--- config.mk ---
export PLATFORM = sky130hd
export DESIGN_NAME = pgc_datapath
export DESIGN_NICKNAME = d
export VERILOG_FILES = /design/src/rtl/pgc_pkg.sv /design/src/rtl/pgc_regfile.sv /design/src/rtl/pgc_source.sv /design/src/rtl/pgc_merge.sv /design/src/rtl/pgc_datapath.sv
export SDC_FILE = /design/constraint.sdc
export NUM_CORES = 1
export LEC_CHECK = 0
export ABC_AREA = 1
export BUFFER_PORTS_ARGS = -buffer_cell sky130_fd_sc_hd__clkbuf_2
export CORE_ASPECT_RATIO = 0.75
export CORE_MARGIN = 2
export CORE_UTILIZATION = 35
export CTS_CLUSTER_DIAMETER = 60
export DETAILED_ROUTE_END_ITERATION = 12
export SLEW_MARGIN = 10
export SYNTH_ARGS = -nofsm -noshare
export SYNTH_HDL_FRONTEND = slang
export SYNTH_SLANG_ARGS = --single-unit
export TNS_END_PERCENT = 50
--- constraint.sdc ---
create_clock -name clk -period 3 [get_ports clk]
set_input_delay 0.3 -clock clk [delete_from_list [all_inputs] [get_ports clk]]
set_output_delay 0.3 -clock clk [all_outputs]
set_load 0.1 [all_outputs]
--- src/rtl/pgc_pkg.sv ---
package pgc_pkg;
    localparam int NPLANE   = 4;
    localparam int BYTE_W   = 8;
    localparam int BUS_W    = NPLANE * BYTE_W;
    localparam int ROT_W    = $clog2(BYTE_W);
    localparam int NREG     = 9;
    localparam int SEL_W    = $clog2(NPLANE);

    typedef enum logic [1:0] {
        FN_PASS = 2'b00,
        FN_AND  = 2'b01,
        FN_OR   = 2'b10,
        FN_XOR  = 2'b11
    } alu_fn_e;

    typedef struct packed {
        logic [NPLANE-1:0] fill;
        logic [NPLANE-1:0] fill_en;
        logic [BYTE_W-1:0] cmp;
        logic [BYTE_W-1:0] rotfn;
        logic [BYTE_W-1:0] rms;
        logic [BYTE_W-1:0] mode;
        logic [BYTE_W-1:0] misc;
        logic [BYTE_W-1:0] dontcare;
        logic [BYTE_W-1:0] bmask;
    } ctrl_regs_t;

    function automatic logic [BYTE_W-1:0] rot_right(input logic [BYTE_W-1:0] d,
                                                    input logic [ROT_W-1:0] n);
        logic [2*BYTE_W-1:0] t;
        t = {d, d} >> n;
        return t[BYTE_W-1:0];
    endfunction

    function automatic logic [BYTE_W-1:0] alu_apply(input alu_fn_e fn,
                                                    input logic [BYTE_W-1:0] s,
                                                    input logic [BYTE_W-1:0] l);
        logic [BYTE_W-1:0] r;
        case (fn)
            FN_AND:  r = s & l;
            FN_OR:   r = s | l;
            FN_XOR:  r = s ^ l;
            default: r = s;
        endcase
        return r;
    endfunction
endpackage

--- src/rtl/pgc_regfile.sv ---
module pgc_regfile
    import pgc_pkg::*;
#(
    parameter int          ADDR_W    = 16,
    parameter logic [15:0] IDX_PORT  = 16'h03CE,
    parameter logic [15:0] DATA_PORT = 16'h03CF
) (
    input  logic                clk,
    input  logic                rst,
    input  logic                io_wr,
    input  logic                io_rd,
    input  logic                io_wide,
    input  logic [ADDR_W-1:0]   io_addr,
    input  logic [2*BYTE_W-1:0] io_wdata,
    output logic [BYTE_W-1:0]   io_rdata,
    output logic [BYTE_W-1:0]   idx_q,
    output ctrl_regs_t          regs_q
);
    logic              hit_idx, hit_data;
    logic              reg_we;
    logic [BYTE_W-1:0] reg_sel, reg_val, rd_val;

    assign hit_idx  = (io_addr == ADDR_W'(IDX_PORT));
    assign hit_data = (io_addr == ADDR_W'(DATA_PORT));

    always_comb begin
        reg_we  = 1'b0;
        reg_sel = idx_q;
        reg_val = io_wdata[BYTE_W-1:0];
        if (io_wr && hit_idx && io_wide) begin
            reg_we  = 1'b1;
            reg_sel = io_wdata[BYTE_W-1:0];
            reg_val = io_wdata[2*BYTE_W-1:BYTE_W];
        end else if (io_wr && hit_data) begin
            reg_we = 1'b1;
        end
    end

    always_ff @(posedge clk) begin
        if (rst) begin
            idx_q <= '0;
        end else if (io_wr && hit_idx) begin
            idx_q <= io_wdata[BYTE_W-1:0];
        end
    end

    always_ff @(posedge clk) begin
        if (rst) begin
            regs_q       <= '0;
            regs_q.bmask <= '1;
        end else if (reg_we) begin
            case (reg_sel)
                8'd0: regs_q.fill     <= reg_val[NPLANE-1:0];
                8'd1: regs_q.fill_en  <= reg_val[NPLANE-1:0];
                8'd2: regs_q.cmp      <= reg_val;
                8'd3: regs_q.rotfn    <= reg_val;
                8'd4: regs_q.rms      <= reg_val;
                8'd5: regs_q.mode     <= reg_val;
                8'd6: regs_q.misc     <= reg_val;
                8'd7: regs_q.dontcare <= reg_val;
                8'd8: regs_q.bmask    <= reg_val;
                default: ;
            endcase
        end
    end

    always_comb begin
        case (idx_q)
            8'd0:    rd_val = BYTE_W'(regs_q.fill);
            8'd1:    rd_val = BYTE_W'(regs_q.fill_en);
            8'd2:    rd_val = regs_q.cmp;
            8'd3:    rd_val = regs_q.rotfn;
            8'd4:    rd_val = regs_q.rms;
            8'd5:    rd_val = regs_q.mode;
            8'd6:    rd_val = regs_q.misc;
            8'd7:    rd_val = regs_q.dontcare;
            8'd8:    rd_val = regs_q.bmask;
            default: rd_val = '0;
        endcase
    end

    always_comb begin
        io_rdata = '0;
        if (io_rd && hit_idx)  io_rdata = idx_q;
        if (io_rd && hit_data) io_rdata = rd_val;
    end
endmodule

--- src/rtl/pgc_source.sv ---
module pgc_source
    import pgc_pkg::*;
(
    input  logic [BYTE_W-1:0] cpu_byte,
    input  logic [ROT_W-1:0]  rot_cnt,
    input  logic [NPLANE-1:0] fill,
    input  logic [NPLANE-1:0] fill_en,
    output logic [BUS_W-1:0]  src
);
    logic [BYTE_W-1:0] rotated;

    assign rotated = rot_right(cpu_byte, rot_cnt);

    for (genvar p = 0; p < NPLANE; p++) begin : g_plane
        assign src[p*BYTE_W +: BYTE_W] = fill_en[p] ? {BYTE_W{fill[p]}} : rotated;
    end
endmodule

--- src/rtl/pgc_merge.sv ---
module pgc_merge
    import pgc_pkg::*;
(
    input  logic [BUS_W-1:0]  src,
    input  logic [BUS_W-1:0]  latch,
    input  logic [1:0]        fn_sel,
    input  logic [BYTE_W-1:0] bmask,
    output logic [BUS_W-1:0]  merged
);
    alu_fn_e fn;
    assign fn = alu_fn_e'(fn_sel);

    for (genvar p = 0; p < NPLANE; p++) begin : g_plane
        logic [BYTE_W-1:0] res, lat;
        assign lat = latch[p*BYTE_W +: BYTE_W];
        assign res = alu_apply(fn, src[p*BYTE_W +: BYTE_W], lat);
        assign merged[p*BYTE_W +: BYTE_W] = (res & bmask) | (lat & ~bmask);
    end
endmodule

--- src/rtl/pgc_datapath.sv ---
module pgc_datapath
    import pgc_pkg::*;
#(
    parameter int          ADDR_W    = 16,
    parameter logic [15:0] IDX_PORT  = 16'h03CE,
    parameter logic [15:0] DATA_PORT = 16'h03CF
) (
    input  logic                clk,
    input  logic                rst,
    input  logic                io_wr,
    input  logic                io_rd,
    input  logic                io_wide,
    input  logic [ADDR_W-1:0]   io_addr,
    input  logic [2*BYTE_W-1:0] io_wdata,
    output logic [BYTE_W-1:0]   io_rdata,
    input  logic                mem_rd,
    input  logic                mem_wr,
    input  logic [BYTE_W-1:0]   mem_wdata,
    output logic [BYTE_W-1:0]   mem_rdata,
    input  logic [BUS_W-1:0]    plane_rdata,
    output logic                plane_wr,
    output logic [BUS_W-1:0]    plane_wdata
);
    ctrl_regs_t        regs_q;
    logic [BYTE_W-1:0] idx_q;
    logic [BUS_W-1:0]  latch_q;
    logic [BUS_W-1:0]  src;
    logic [SEL_W-1:0]  rd_plane;

    pgc_regfile #(
        .ADDR_W   (ADDR_W),
        .IDX_PORT (IDX_PORT),
        .DATA_PORT(DATA_PORT)
    ) regs_i (
        .clk     (clk),
        .rst     (rst),
        .io_wr   (io_wr),
        .io_rd   (io_rd),
        .io_wide (io_wide),
        .io_addr (io_addr),
        .io_wdata(io_wdata),
        .io_rdata(io_rdata),
        .idx_q   (idx_q),
        .regs_q  (regs_q)
    );

    always_ff @(posedge clk) begin
        if (rst)         latch_q <= '0;
        else if (mem_rd) latch_q <= plane_rdata;
    end

    assign rd_plane  = regs_q.rms[SEL_W-1:0];
    assign mem_rdata = latch_q[rd_plane*BYTE_W +: BYTE_W];

    pgc_source src_i (
        .cpu_byte(mem_wdata),
        .rot_cnt (regs_q.rotfn[ROT_W-1:0]),
        .fill    (regs_q.fill),
        .fill_en (regs_q.fill_en),
        .src     (src)
    );

    pgc_merge merge_i (
        .src   (src),
        .latch (latch_q),
        .fn_sel(regs_q.rotfn[ROT_W+1:ROT_W]),
        .bmask (regs_q.bmask),
        .merged(plane_wdata)
    );

    assign plane_wr = mem_wr;
endmodule

; Word level (Yosys, flattened, before mapping)
; Index checks and enable logic that the tools add are counted.
[word_totals]
regBits = 104
output_inout_bits = 49
elab_cells = 90
[classes]
eq_ne = 21
n_shift = 2
muxes = 15
n_bitwise = 25
reduce_logical = 16
[ops]
columns = cell, count
row1 = AND 8 bit, 12
row2 = one-hot mux 8 bit (3 select lines), 4
row3 = one-hot mux 8 bit (9 select lines), 1
row4 = "equality test 8 x 3 -> 1 bit, second input constant", 8
row5 = 2-to-1 mux 8 bit, 8
row6 = OR 8 bit, 8
row7 = "equality test 16 x 10 -> 1 bit, second input constant", 2
row8 = "equality test 8 x 2 -> 1 bit, second input constant", 4
row9 = indexed part select 32 x 6 -> 8 bit, 1
row10 = XOR 8 bit, 4
row11 = AND reduction 2 bit, 9
row12 = "equality test 8 x 1 -> 1 bit, second input constant", 2
row13 = "equality test 8 x 4 -> 1 bit, second input constant", 2
row14 = zero test 8 bit, 2
row15 = >> shifter 16 x 3 -> 8 bit, 1
row16 = NOT 8 bit, 1
row17 = logical AND 1 bit, 5
row18 = "equality test 2 bit, second input constant", 2
row19 = "equality test 2 x 1 -> 1 bit, second input constant", 1
row20 = 2-to-1 mux 1 bit, 2

; Depth between registers and ports, before layout
; Gate-level depths: netlist (run 1).
[logic_depth]
word_depth = 6
ltp_mapped = 16

; By module
; Synthesis (run 1) repeated with hierarchy kept, for this count alone.
[unflattened]
cells_unflattened = 1443
area_unflattened_um2 = 8841.0
[modules_own_cells]
columns = mod, n_inst, cells_per_inst, area_per_inst_um2, seq_area_each_um2
row1 = pgc_regfile, 1, 626, 4027.6, 1441.4
row2 = pgc_merge, 1, 449, 2488.6, 0.0
row3 = pgc_datapath, 1, 234, 1542.7, 640.6
row4 = pgc_source, 1, 134, 782.0, 0.0

; Worst setup path before layout (run 1)
; OpenSTA, ideal clock, no wires.
[synth_timing]
path_kind = register to output
start = reg regs_i.regs_q[41] (netlist name)
end = out plane_wdata[4]
t_arrival_ps = 3896
slack_ps = -1196
path_stages_with_launch = 14
n_path_buf = 1
path_cell_list = dfxtp_1 -> buf_2 -> clkinv_1 -> nand3_1 -> o21ai_0 -> o21ai_0 -> nand2_1 -> nand2_1 -> inv_1 -> ha_1 -> nand2_1 -> o211ai_1 -> a21oi_1 -> o21ai_0
[synth_via]
elab_chain_cells = 6
elab_cells_between_ends = 8
cone_classes = shift: 1 / mux: 2 / bitwise: 5
[synth_rtl]
columns = item, line
row1 = >> shifter 16 x 3 -> 8 bit *, pgc_pkg.sv:31  ; t = {d, d} >> n;
row2 = 2-to-1 mux 8 bit *, pgc_source.sv:15  ; assign src[p*BYTE_W +: BYTE_W] = fill_en[p] ? {BYTE_W{fill[p]}} : rotated;
row3 = XOR 8 bit (tied with other cells), pgc_pkg.sv:42  ; FN_XOR: r = s ^ l;
row4 = one-hot mux 8 bit (3 select lines) *, pgc_pkg.sv:39  ; case (fn)
row5 = AND 8 bit *, pgc_merge.sv:17  ; assign merged[p*BYTE_W +: BYTE_W] = (res & bmask) | (lat & ~bmask);
row6 = OR 8 bit *, pgc_merge.sv:17
row7 = to (decl), pgc_datapath.sv:22  ; output logic [BUS_W-1:0] plane_wdata
; Every way passes the cells marked *; elsewhere a longest branch is shown, timed or not.

; Worst setup path in the final report (run 1)
[layout_timing]
start = reg regs_i.regs_q[40] (netlist name)
end = out plane_wdata[0]
[layout_via]
elab_chain_cells = 6
elab_cells_between_ends = 8
cone_classes = shift: 1 / mux: 2 / bitwise: 5
[layout_rtl]
columns = item, line
row1 = >> shifter 16 x 3 -> 8 bit *, pgc_pkg.sv:31
row2 = 2-to-1 mux 8 bit *, pgc_source.sv:15
row3 = XOR 8 bit (tied with other cells), pgc_pkg.sv:42
row4 = one-hot mux 8 bit (3 select lines) *, pgc_pkg.sv:39
row5 = AND 8 bit *, pgc_merge.sv:17
row6 = OR 8 bit *, pgc_merge.sv:17
; Marks and branches as above.

==> impl_metrics.csv, run 1 <==
group,metric,value,unit
worst_setup_path,r2r_start,"regs_i.idx_q[6]$_SDFFE_PP0N_",
synthesis,yosysTopAreaCellShare,0.259,
synthesis,synth_seq_cells,104,
worst_setup_path,worstReg2RegEnd,"regs_i.regs_q[60]$_SDFFE_PP0P_",
synthesis,netlist_area,0.00803,sq mm
detailed_routing,vias,9041,
timing,timing.final.hold_violations,0,
layout,n_antenna_cell,0,
clock_tree,cts_max_level,3,
timing,finalWorstSetupSlack,0.0326,ns
global_route,globalRouteTotalUtil,0.235,
placement,place.detailed.hpwl,20.6,mm
synthesis,synth.yosys.seq_area_share,0.259,
layout,layout.filler_cells,2340,
synthesis,synth_largest_area_cell,"dfxtp_1",
detailed_routing,drtIter0Drc,947,
synthesis,synth_top_flop_cell,"dfxtp_1",
clock_tree,clkLatencyLatePin,0.37,ns
synthesis,synth_async_sr_flop_share,0,
worst_setup_path,type_of_origin_of_the_critical_path,"register",
global_route,grt_pass1_vias,8258,
timing,max_freq,337,MHz
detailed_routing,drt_pass1_iterations,5,
synthesis,most_repeated_cell_in_the_gate_level_netlist_after_synthesis,"nand2_1",
status,outcome,"complete, no violations",
power,ir_worst_vdd,0.279,mV
detailed_routing,routed_wl,28.6,mm
layout,layout-drive-gt1-share,0.210,
timing,max_slew_margin,0.516,
synthesis,syn-instance-count,1313,
timing,worst_setup_skew_after_layout,0.00669,ns
placement,globalplace.congestion,0.923,
floorplanning,start_util,0.360,
floorplanning,core_area,0.0223,sq mm
timing,drv_slew,0,
global_route,initial_antenna_violation_count,0,
floorplanning,die-height,135,microns
synthesis,yosys_warnings,0,
detailed_routing,drcViolationCount,0,
floorplanning,core.rowCount,47,
detailed_routing,detail_route.wl_per_cell,16.4,microns
global_route,grt_first_pass_wirelength,44.5,mm
placement,place.port_buffers,125,
layout,synthToLayoutAreaGrowth,28.6,%
floorplanning,die_x,179,microns
worst_setup_path,critical_path_required,2.70,ns
clock_tree,ctsRootBufferMaster,"clkbuf_16",
job,maxCapViolations,0,
clock_tree,cts_sinks,104,
detailed_routing,postRouteAntennaNets,0,
global_route,grt_overflow_total,0,
clock_tree,cts.path.max_buffers,2,
synthesis,synth_fp_nets,1456,
timing,worst_pin_slew,0.726,ns
synthesis,synth.top_cells.by_area,"dfxtp_1 (26%), nand2_1 (18%), ha_1 (10%), inv_1 (7.8%), o21ai_0 (7.0%)",
synthesis,synth-edff-count,0,
clock_tree,worst_setup_hold_path_clk_slew,0.08,ns
synthesis,ys_top_cells_by_count,"nand2_1 (380), inv_1 (166), nor2_1 (124)",
placement,placement.setup.worst_slack,0.176,ns
layout,finish.net_count,1592,
worst_setup_path,crit_arrival,2.67,ns
power,power-per-cell-area,334,mW/mm^2
timing,fin_crit,2.97,ns
timing,whs,0.205,ns
synthesis,synth_cell_types,30,
worst_setup_path,critPathMaxFanout,8,
worst_setup_path,timing.critical_path.from,"regs_i.regs_q[40]$_SDFFE_PP0P_",
worst_setup_path,reg2reg_slack,0.49,ns
timing,setup_viol_count_final,0,
worst_setup_path,setup.worst_path.class,"register to primary output",
timing,setup_repair_after_global_routing_missed_its_margin,"true",
worst_setup_path,cp-end-kind,"primary output",
floorplanning,dieArea,0.0242,sq mm
global_route,grt_max_degree,93,
worst_setup_path,critical_path.endpoint,"plane_wdata[0]",
detailed_routing,vias_cell,5.18,
placement,place_inst,1723,
hold_path,hold_path_class,"input port to register",
clock_tree,cts.hold.buffers_added,0,
layout,final-instance-count-excl-fill,1747,
floorplanning,ioPinCount,128,
clock_tree,cts_tree,"built",
clock_tree,cts_buffers,9,
timing,fin_crit_sh,0.989,
worst_setup_path,r2r_cells,10,
power,cellLeakagePower,0.00493,uW
synthesis,syn-mean-instance-area,6.12,sq um
==> registers in the layout (all words and copies together), names as in the netlist <==
name           cells
latch_q           32
regs_i.idx_q       8
regs_i.regs_q     64
==> layer usage <==
layer,part of all wire,GRT usage
met5,0,0
met4,0.014,0.0547
met3,0.082,0.0345
met2,0.43,0.348
met1,0.47,0.356
==> what timing repair did <==
action / CTS / global route
pin swaps: 1 / 25
gates resized for setup: 8 / 75
setup endpoints to repair: 22 / 39
buffers inserted: 0 / 9
==> placed cells by master (no fill, tap or decap), drive strengths merged, types with 2 or more instances in the layout <==
| cell | n |
|---|---|
| nand2 | 381 |
| inv | 174 |
| nor2 | 137 |
| o21ai | 120 |
| dfxtp | 104 |
| a21oi | 102 |
| clkbuf | 102 |
| buf | 92 |
| ha | 64 |
| nand4 | 63 |
| nand3 | 63 |
| o211ai | 30 |
| clkinv | 6 |
| o21a | 4 |
| nor3 | 3 |
| o22ai | 3 |
| clkinvlp | 2 |
==> worst max-delay path, stage by stage, from the launching register on <==
cell and delay, ns:
dfxtp_2 0.36, buf_6 0.13, nand2_1 0.08, nand3_1 0.08, o21ai_0 0.14, o21ai_1 0.15, buf_4 0.16, nand2_1 0.07
nand2_2 0.09, inv_1 0.06, ha_1 0.26, nand2_1 0.06, o211ai_1 0.14, a21oi_2 0.06, o21ai_2 0.25, buf_12 0.21
==> worst min path at each step <==
stage,depth (start not counted),slack [ns],startpoint,endpoint
2_1_floorplan,2,0.44,regs_i.regs_q[33]$_SDFFE_PP0P_,regs_i.regs_q[33]$_SDFFE_PP0P_
3_3_place_gp,2,0.45,regs_i.regs_q[37]$_SDFFE_PP0P_,regs_i.regs_q[37]$_SDFFE_PP0P_
3_5_place_dp,2,0.45,regs_i.regs_q[0]$_SDFFE_PP1P_,regs_i.regs_q[0]$_SDFFE_PP1P_
4_1_cts,3,0.21,plane_rdata[2],latch_q[2]$_SDFFE_PP0P_
5_1_grt,3,0.21,plane_rdata[4],latch_q[4]$_SDFFE_PP0P_
6_report,3,0.20,plane_rdata[13],latch_q[13]$_SDFFE_PP0P_
==> metrics by stage <==
| stage | power [uW] | cell area, sq um | setup TNS, ns | util |
|---|---|---|---|---|
| 6_report | 3450 | 10300 | 0 | 0.463 |
| 2_1_floorplan | 1950 | 8090 | -6.05 | - |
| 5_1_grt | 3570 | 10300 | -1.24 | 0.463 |
| 3_5_place_dp | 2230 | 9770 | 0 | 0.438 |
| 4_1_cts | 3420 | 10100 | 0 | 0.452 |
| 3_3_place_gp | 2220 | 9770 | 0 | 0.438 |
==> kinds of logic (layout without fill, tap and decap cells) <==
kind of cell | after synthesis | count (layout) | share of synthesized area
AOI/OAI and AO/OA | 260 | 260 | 0.177
buffers and inverters | 236 | 376 | 0.114
DFF | 104 | 104 | 0.259
and+or+nand+nor | 649 | 649 | 0.350
adders and majority gates | 64 | 64 | 0.0997
==> where the power goes <==
part	internal, uW	switching [uW]
clock network	613	597
registers	1410	31.6
logic	271	527
total	2290	1160
==> final cells by class <==
| class | count | area [sq um] | area share |
|---|---|---|---|
| Sequential cell | 104 | 2080 | 0.202 |
| Tap cell | 294 | 368 | 0.0356 |
| Timing Repair Buffer | 182 | 1640 | 0.159 |
| Clock buffer | 12 | 256 | 0.0248 |
| Inverter | 179 | 682 | 0.0660 |
| Multi-Input combinational cell | 973 | 5270 | 0.510 |
| Clock inverter | 3 | 25.0 | 0.00242 |
Note: power is estimated with default switching activity, not from simulation.
==> run 2: changes to the inputs <==
Settings changed: CORE_UTILIZATION 35 to 58, PLACE_DENSITY set to 0.81.
==> impl_metrics.csv, run 2 (synthesis gave the netlist of run 1 again) <==
group,metric,value,unit
hold_path,launch_point_of_the_worst_hold_path,"plane_rdata[4]",
layout,finish.net_count,1580,
clock_tree,cts_sinks,104,
placement,globalplace.congestion,0.987,
floorplanning,core.rowCount,37,
detailed_routing,vias_cell,5.84,
worst_setup_path,critical_path_buf_inv_count,4,
detailed_routing,drt_pass1_iterations,6,
worst_setup_path,timing.critical_path.slowest_cell_delay,0.37,ns
floorplanning,core_area,0.0136,sq mm
layout,largest-register,"regs_i.regs_q",
timing,worst_pin_slew,0.795,ns
clock_tree,ctsRootBufferMaster,"clkbuf_16",
layout,layout.cells.most_common_list,"nand2_1 (367), inv_1 (165), nor2_1 (122)",
clock_tree,clkLatencyLatePin,0.37,ns
floorplanning,ioPinCount,128,
detailed_routing,postRouteAntennaNets,0,
clock_tree,cts_max_level,3,
global_route,grt_max_degree,65,
detailed_routing,detail_route.wl_per_cell,16.5,microns
power,pwr-share-clk,0.369,
clock_tree,cts.hold.buffers_added,0,
timing,fin_crit,3.03,ns
layout,synthToLayoutAreaGrowth,26.5,%
floorplanning,die_x,140,microns
global_route,globalRouteTotalUtil,0.346,
worst_setup_path,slowest_stage,"dfxtp_4",
clock_tree,cts_tree,"built",
floorplanning,start_util,0.590,
worst_setup_path,crit_arrival,2.73,ns
power,ir_worst_vdd,0.298,mV
layout,mostFrequentLayoutCell,"nand2_1",
timing,max_freq,330,MHz
detailed_routing,drtIter0Drc,1190,
layout,biggestRegsByFlops,"regs_i.regs_q (64), latch_q (32), regs_i.idx_q (8)",
timing,setup_repair_after_global_routing_missed_its_margin,"true",
worst_setup_path,critPathMaxFanout,8,
timing,whs,0.207,ns
global_route,grt_overflow_total,0,
worst_setup_path,chain_of_cells_forming_the_critical_path,"buf_6 > nand2_1 > nand3_1 > o21a_1 > nand2_1 > o21ai_2 > buf_6 > nand2_1 > nand2_2 > inv_1 > ha_1 > nand2_1 > o211ai_1 > a21oi_1 > o21ai_2 > buf_12",
placement,place.detailed.hpwl,18.9,mm
detailed_routing,vias,9442,
worst_setup_path,cp-end-kind,"primary output",
global_route,grt_pass1_vias,8440,
layout,layout-drive-gt1-share,0.193,
timing,fin_crit_sh,1.01,
floorplanning,dieArea,0.0148,sq mm
clock_tree,cts_buffers,9,
worst_setup_path,critical_path_depth,16,
worst_setup_path,most_used_cell_along_the_critical_path,"nand2_1",
floorplanning,die-height,106,microns
placement,place.port_buffers,125,
clock_tree,worst_setup_hold_path_clk_slew,0.09,ns
worst_setup_path,worstReg2RegEnd,"regs_i.regs_q[60]$_SDFFE_PP0P_",
worst_setup_path,critical_path_required,2.70,ns
hold_path,min_delay_path_depth,3,
placement,placement.setup.worst_slack,0.0718,ns
timing,max_slew_margin,0.469,
job,maxCapViolations,0,
power,power.switching_fraction,0.336,
hold_path,hold_path_end,"latch_q[4]$_SDFFE_PP0P_",
layout,largest_register_ffs,64,
worst_setup_path,type_of_origin_of_the_critical_path,"register",
global_route,grt_first_pass_wirelength,41.5,mm
worst_setup_path,r2r_cells,10,
timing,drv_slew,0,
worst_setup_path,reg2reg_slack,0.56,ns
power,comb_power_share,0.223,
timing,worst_setup_skew_after_layout,0.0147,ns
worst_setup_path,setup.worst_path.class,"register to primary output",
power,pwr-share-seq,0.408,
global_route,initial_antenna_violation_count,0,
clock_tree,cts.path.max_buffers,2,
power,cellLeakagePower,0.00490,uW
worst_setup_path,critPathTopFamily,"compound AO/OA/AOI/OAI gates",
power,power.switching,1190,uW
hold_path,hold_path_class,"input port to register",
detailed_routing,drcViolationCount,0,
power,cellInternalPower,2350,uW
power,power-per-cell-area,348,mW/mm^2
timing,timing.final.hold_violations,0,
status,violated_checks,"negative setup slack",
worst_setup_path,r2r_start,"regs_i.idx_q[6]$_SDFFE_PP0N_",
timing,setup_viol_count_final,3,
layout,n_antenna_cell,0,
detailed_routing,routed_wl,26.7,mm
timing,finalWorstSetupSlack,-0.0344,ns
status,outcome,"finished, violations left",
[run 2: cell types whose count changed in the layout (fill, tap and decap cells not counted), moves of 5 or more]
cell     previous run  this run
nand2_2            21        14
a21oi_1            95       100
buf_4              53        38
o21ai_2            35        41
o21ai_0            72        67
nand2_1           360       367
a21oi_2             6         1
[run 2: metrics by stage]
stage               area (sq um)  utilization  total power, uW  TNS [ns]  cells
floorplan                   8090            -             1950     -6.05   1313
global placement            9610        0.706             2200         0   1594
detailed placement          9610        0.706             2220         0   1594
CTS                         9950        0.731             3490    -0.335   1610
global route               10200        0.746             3630     -1.64   1617
finish                     10200        0.746             3530   -0.0825   1617
[run 2: final cells by class]
type | instances | area, sq um
Timing Repair Buffer | 170 | 1610
Tap cell | 175 | 219
Inverter | 179 | 674
Fill cell | 1102 | 3450
Multi-Input combinational cell | 973 | 5240
Clock buffer | 9 | 225
Clock inverter | 7 | 98.8
Sequential cell | 104 | 2090
[run 2: repair_timing]
action / in CTS / in global routing
setup endpoints to repair: 22 / 39
pin swaps: 0 / 17
resized for setup: 12 / 54
buffers inserted: 0 / 7
cloned: 0 / 0
[run 2: how the worst max path moves through the flow]
stage | from | endpoint
final | regs_i.regs_q[40]$_SDFFE_PP0P_ | plane_wdata[7]
after global routing | regs_i.regs_q[40]$_SDFFE_PP0P_ | plane_wdata[15]
after CTS | regs_i.regs_q[41]$_SDFFE_PP0P_ | plane_wdata[19]
after detailed placement | regs_i.regs_q[40]$_SDFFE_PP0P_ | plane_wdata[0]
after global placement | regs_i.regs_q[40]$_SDFFE_PP0P_ | plane_wdata[0]
after floorplan | regs_i.regs_q[41]$_SDFFE_PP0P_ | plane_wdata[4]
[run 2: power by group through the flow]
stage / registers [uW] / clock network, uW / logic (uW)
after global routing: 1450 / 1340 / 846
after CTS: 1440 / 1290 / 752
after detailed placement: 1470 / 0 / 745
after global placement: 1470 / 0 / 727
after floorplan: 1460 / 0 / 486
final: 1440 / 1300 / 789
[run 2: worst register-to-register path, cell delays in order, from the launching register on]
cell,delay [ns]
dfxtp_1,0.31
inv_1,0.07
nand4_1,0.14
clkinv_1,0.42
nand3_1,0.23
a21oi_4,0.57
buf_12,0.28
nand3_2,0.14
nand2_1,0.09
inv_1,0.04
nor2_1,0.09
[run 2: metal layers]
| metal | global-route usage | up-vias | part of all wire |
|---|---|---|---|
| met1 | 0.496 | 4232 | 0.41 |
| met2 | 0.513 | 607 | 0.43 |
| met4 | 0.110 | 0 | 0.023 |
| li1 | - | 4526 | - |
| met5 | 0 | - | 0 |
| met3 | 0.0838 | 77 | 0.14 |
==> run 3: changes to the inputs <==
==> constraint.sdc (replaced) <==
create_clock -name clk -period 3.25 [get_ports clk]
set_input_delay 0.325 -clock clk [delete_from_list [all_inputs] [get_ports clk]]
set_output_delay 0.325 -clock clk [all_outputs]
set_load 0.05 [all_outputs]
==> impl_metrics.csv, run 3 (synthesis gave the netlist of run 1 again) <==
group,metric,value,unit
worst_setup_path,crit_arrival,2.74,ns
worst_setup_path,critPathTopFamily,"simple AND/OR/NAND/NOR gates",
worst_setup_path,chain_of_cells_forming_the_critical_path,"inv_1 > nand4_1 > nor3_1 > nand2_1 > o21ai_0 > inv_1 > nand4_1 > nand2_1 > nand2_1 > clkbuf_2",
clock_tree,clkLatencyLatePin,0.37,ns
global_route,grt_overflow_total,0,
power,totalPowerFinal,2980,uW
worst_setup_path,slowest_stage,"nor3_1",
worst_setup_path,timing.critical_path.slowest_cell_delay,0.48,ns
job,maxCapViolations,0,
timing,fin_crit_sh,0.944,
layout,biggestRegsByFlops,"regs_i.regs_q (64), latch_q (32), regs_i.idx_q (8)",
global_route,initial_antenna_violation_count,0,
layout,finish.net_count,1561,
hold_path,hold_path_class,"input port to register",
detailed_routing,vias,9191,
worst_setup_path,critical_path_buf_inv_count,3,
timing,worst_setup_skew_after_layout,0.0115,ns
global_route,grt_first_pass_wirelength,41.1,mm
clock_tree,cts_sinks,104,
layout,layout.cells.most_common_list,"nand2_1 (380), inv_1 (165), nor2_1 (122)",
layout,synthToLayoutAreaGrowth,14.9,%
timing,setup_viol_count_final,0,
floorplanning,dieArea,0.0148,sq mm
worst_setup_path,r2r_start,"regs_i.idx_q[5]$_SDFFE_PP0N_",
clock_tree,cts.path.max_buffers,2,
timing,drv_slew,0,
layout,largest-register,"regs_i.regs_q",
timing,worst_pin_slew,0.986,ns
layout,layout-drive-gt1-share,0.148,
placement,place_inst,1582,
global_route,grt_max_degree,81,
clock_tree,ctsRootBufferMaster,"clkbuf_16",
hold_path,hold_path_end,"latch_q[7]$_SDFFE_PP0P_",
worst_setup_path,reg2reg_slack,0.70,ns
layout,layout.filler_cells,1285,
global_route,grt_pass1_vias,8127,
hold_path,launch_point_of_the_worst_hold_path,"plane_rdata[7]",
detailed_routing,drtIter0Drc,1042,
timing,setup_repair_after_global_routing_missed_its_margin,"false",
hold_path,min_delay_path_depth,3,
placement,globalplace.congestion,0.983,
clock_tree,worst_setup_hold_path_clk_slew,0.08,ns
worst_setup_path,timing.critical_path.from,"regs_i.idx_q[5]$_SDFFE_PP0N_",
timing,setup_tns,0,ns
placement,place.detailed.hpwl,18.5,mm
floorplanning,core.rowCount,37,
clock_tree,post_cts_buffers,0,
clock_tree,cts_max_level,3,
power,power-per-cell-area,323,mW/mm^2
timing,whs,0.239,ns
detailed_routing,routed_wl,25.6,mm
layout,n_antenna_cell,0,
power,power.switching_fraction,0.324,
timing,max_freq,326,MHz
layout,mostFrequentLayoutCell,"nand2_1",
floorplanning,ioPinCount,128,
clock_tree,cts_tree,"built",
worst_setup_path,most_used_cell_along_the_critical_path,"nand2_1",
timing,max_slew_margin,0.342,
floorplanning,die-height,106,microns
status,outcome,"complete, no violations",
layout,largest_register_ffs,64,
power,pwr-share-seq,0.445,
detailed_routing,drt_pass1_iterations,6,
detailed_routing,detail_route.wl_per_cell,16.0,microns
worst_setup_path,type_of_origin_of_the_critical_path,"register",
floorplanning,start_util,0.590,
timing,timing.final.hold_violations,0,
worst_setup_path,worstReg2RegEnd,"regs_i.regs_q[59]$_SDFFE_PP0P_",
detailed_routing,drcViolationCount,0,
detailed_routing,vias_cell,5.75,
timing,fin_crit,3.07,ns
power,cellInternalPower,2020,uW
clock_tree,cts_buffers,9,
power,ir_worst_vdd,0.302,mV
worst_setup_path,critical_path_required,2.92,ns
worst_setup_path,r2r_cells,10,
power,cellLeakagePower,0.00456,uW
placement,place.port_buffers,125,
layout,final-instance-count-excl-fill,1598,
power,comb_power_share,0.166,
power,power.switching,968,uW
global_route,globalRouteTotalUtil,0.343,
floorplanning,core_area,0.0136,sq mm
power,pwr-share-clk,0.388,
detailed_routing,postRouteAntennaNets,0,
worst_setup_path,setup.worst_path.class,"register to primary output",
floorplanning,die_x,140,microns
worst_setup_path,critPathMaxFanout,7,
worst_setup_path,cp-end-kind,"primary output",
[run 3: cell types whose count changed in the layout (fill, tap and decap cells not counted), moves of 13 or more]
cell / delta
o21ai_0: +36
o21ai_2: -33
nand2_1: +13
clkbuf_2: +30
buf_12: -38
nand2_2: -13
[run 3: worst max path at each step]
stage | to | slack (ns) | cells past startpoint
2_1_floorplan | plane_wdata[4] | 0.05 | 13
3_3_place_gp | plane_wdata[0] | 0.16 | 14
3_5_place_dp | plane_wdata[0] | 0.16 | 14
4_1_cts | plane_wdata[12] | 0.09 | 15
5_1_grt | plane_wdata[29] | 0.002 | 16
6_report | io_rdata[5] | 0.18 | 10
[run 3: worst reg2reg max path, cell delays in order (launching register included)]
cell,delay (ns)
dfxtp_1,0.32
inv_1,0.07
nand4_1,0.31
clkinvlp_4,0.48
nand3_1,0.22
a21oi_4,0.43
buf_12,0.28
nand3_2,0.15
nand2_1,0.09
inv_1,0.05
nor2_1,0.10
[run 3: power groups by stage]
stage,registers [uW],clock network [uW],logic [uW]
CTS,1330,1170,485
global route,1330,1220,547
finish,1330,1160,496
global placement,1360,0,467
floorplan,1350,0,327
detailed placement,1360,0,480
[run 3: timing repair]
action / 4_1_cts / 5_1_grt
cloned: 0 / 0
gates resized for setup: 8 / 30
hold buffers: 0 / 0
hold endpoints to repair: 0 / 0
endpoints found under the setup margin: 29 / 33
[run 3: per-layer routing]
layer  vias to the layer above  wire, microns  track usage
met5                         -              0            0
met1                      4197          11400        0.512
met2                       484          10700        0.506
met3                        41           3240       0.0824
li1                       4469              -            -
met4                         0            308       0.0664
[run 3: area by class of cell]
cell class	instances	area (sq um)	area share
clock buffer	9	225	0.0244
timing repair buffer	151	873	0.0946
clock inverter	7	93.8	0.0102
multi-input combinational	973	5050	0.547
inverter	179	682	0.0739
tap	175	219	0.0237
sequential	104	2080	0.226
[run 3: through the flow]
step	utilization	cell area (sq um)	setup slack, ns
2_1_floorplan	-	8030	0.0473
3_3_place_gp	0.651	8870	0.158
3_5_place_dp	0.651	8870	0.165
4_1_cts	0.676	9200	0.0861
5_1_grt	0.678	9230	0.00244
6_report	0.678	9230	0.182
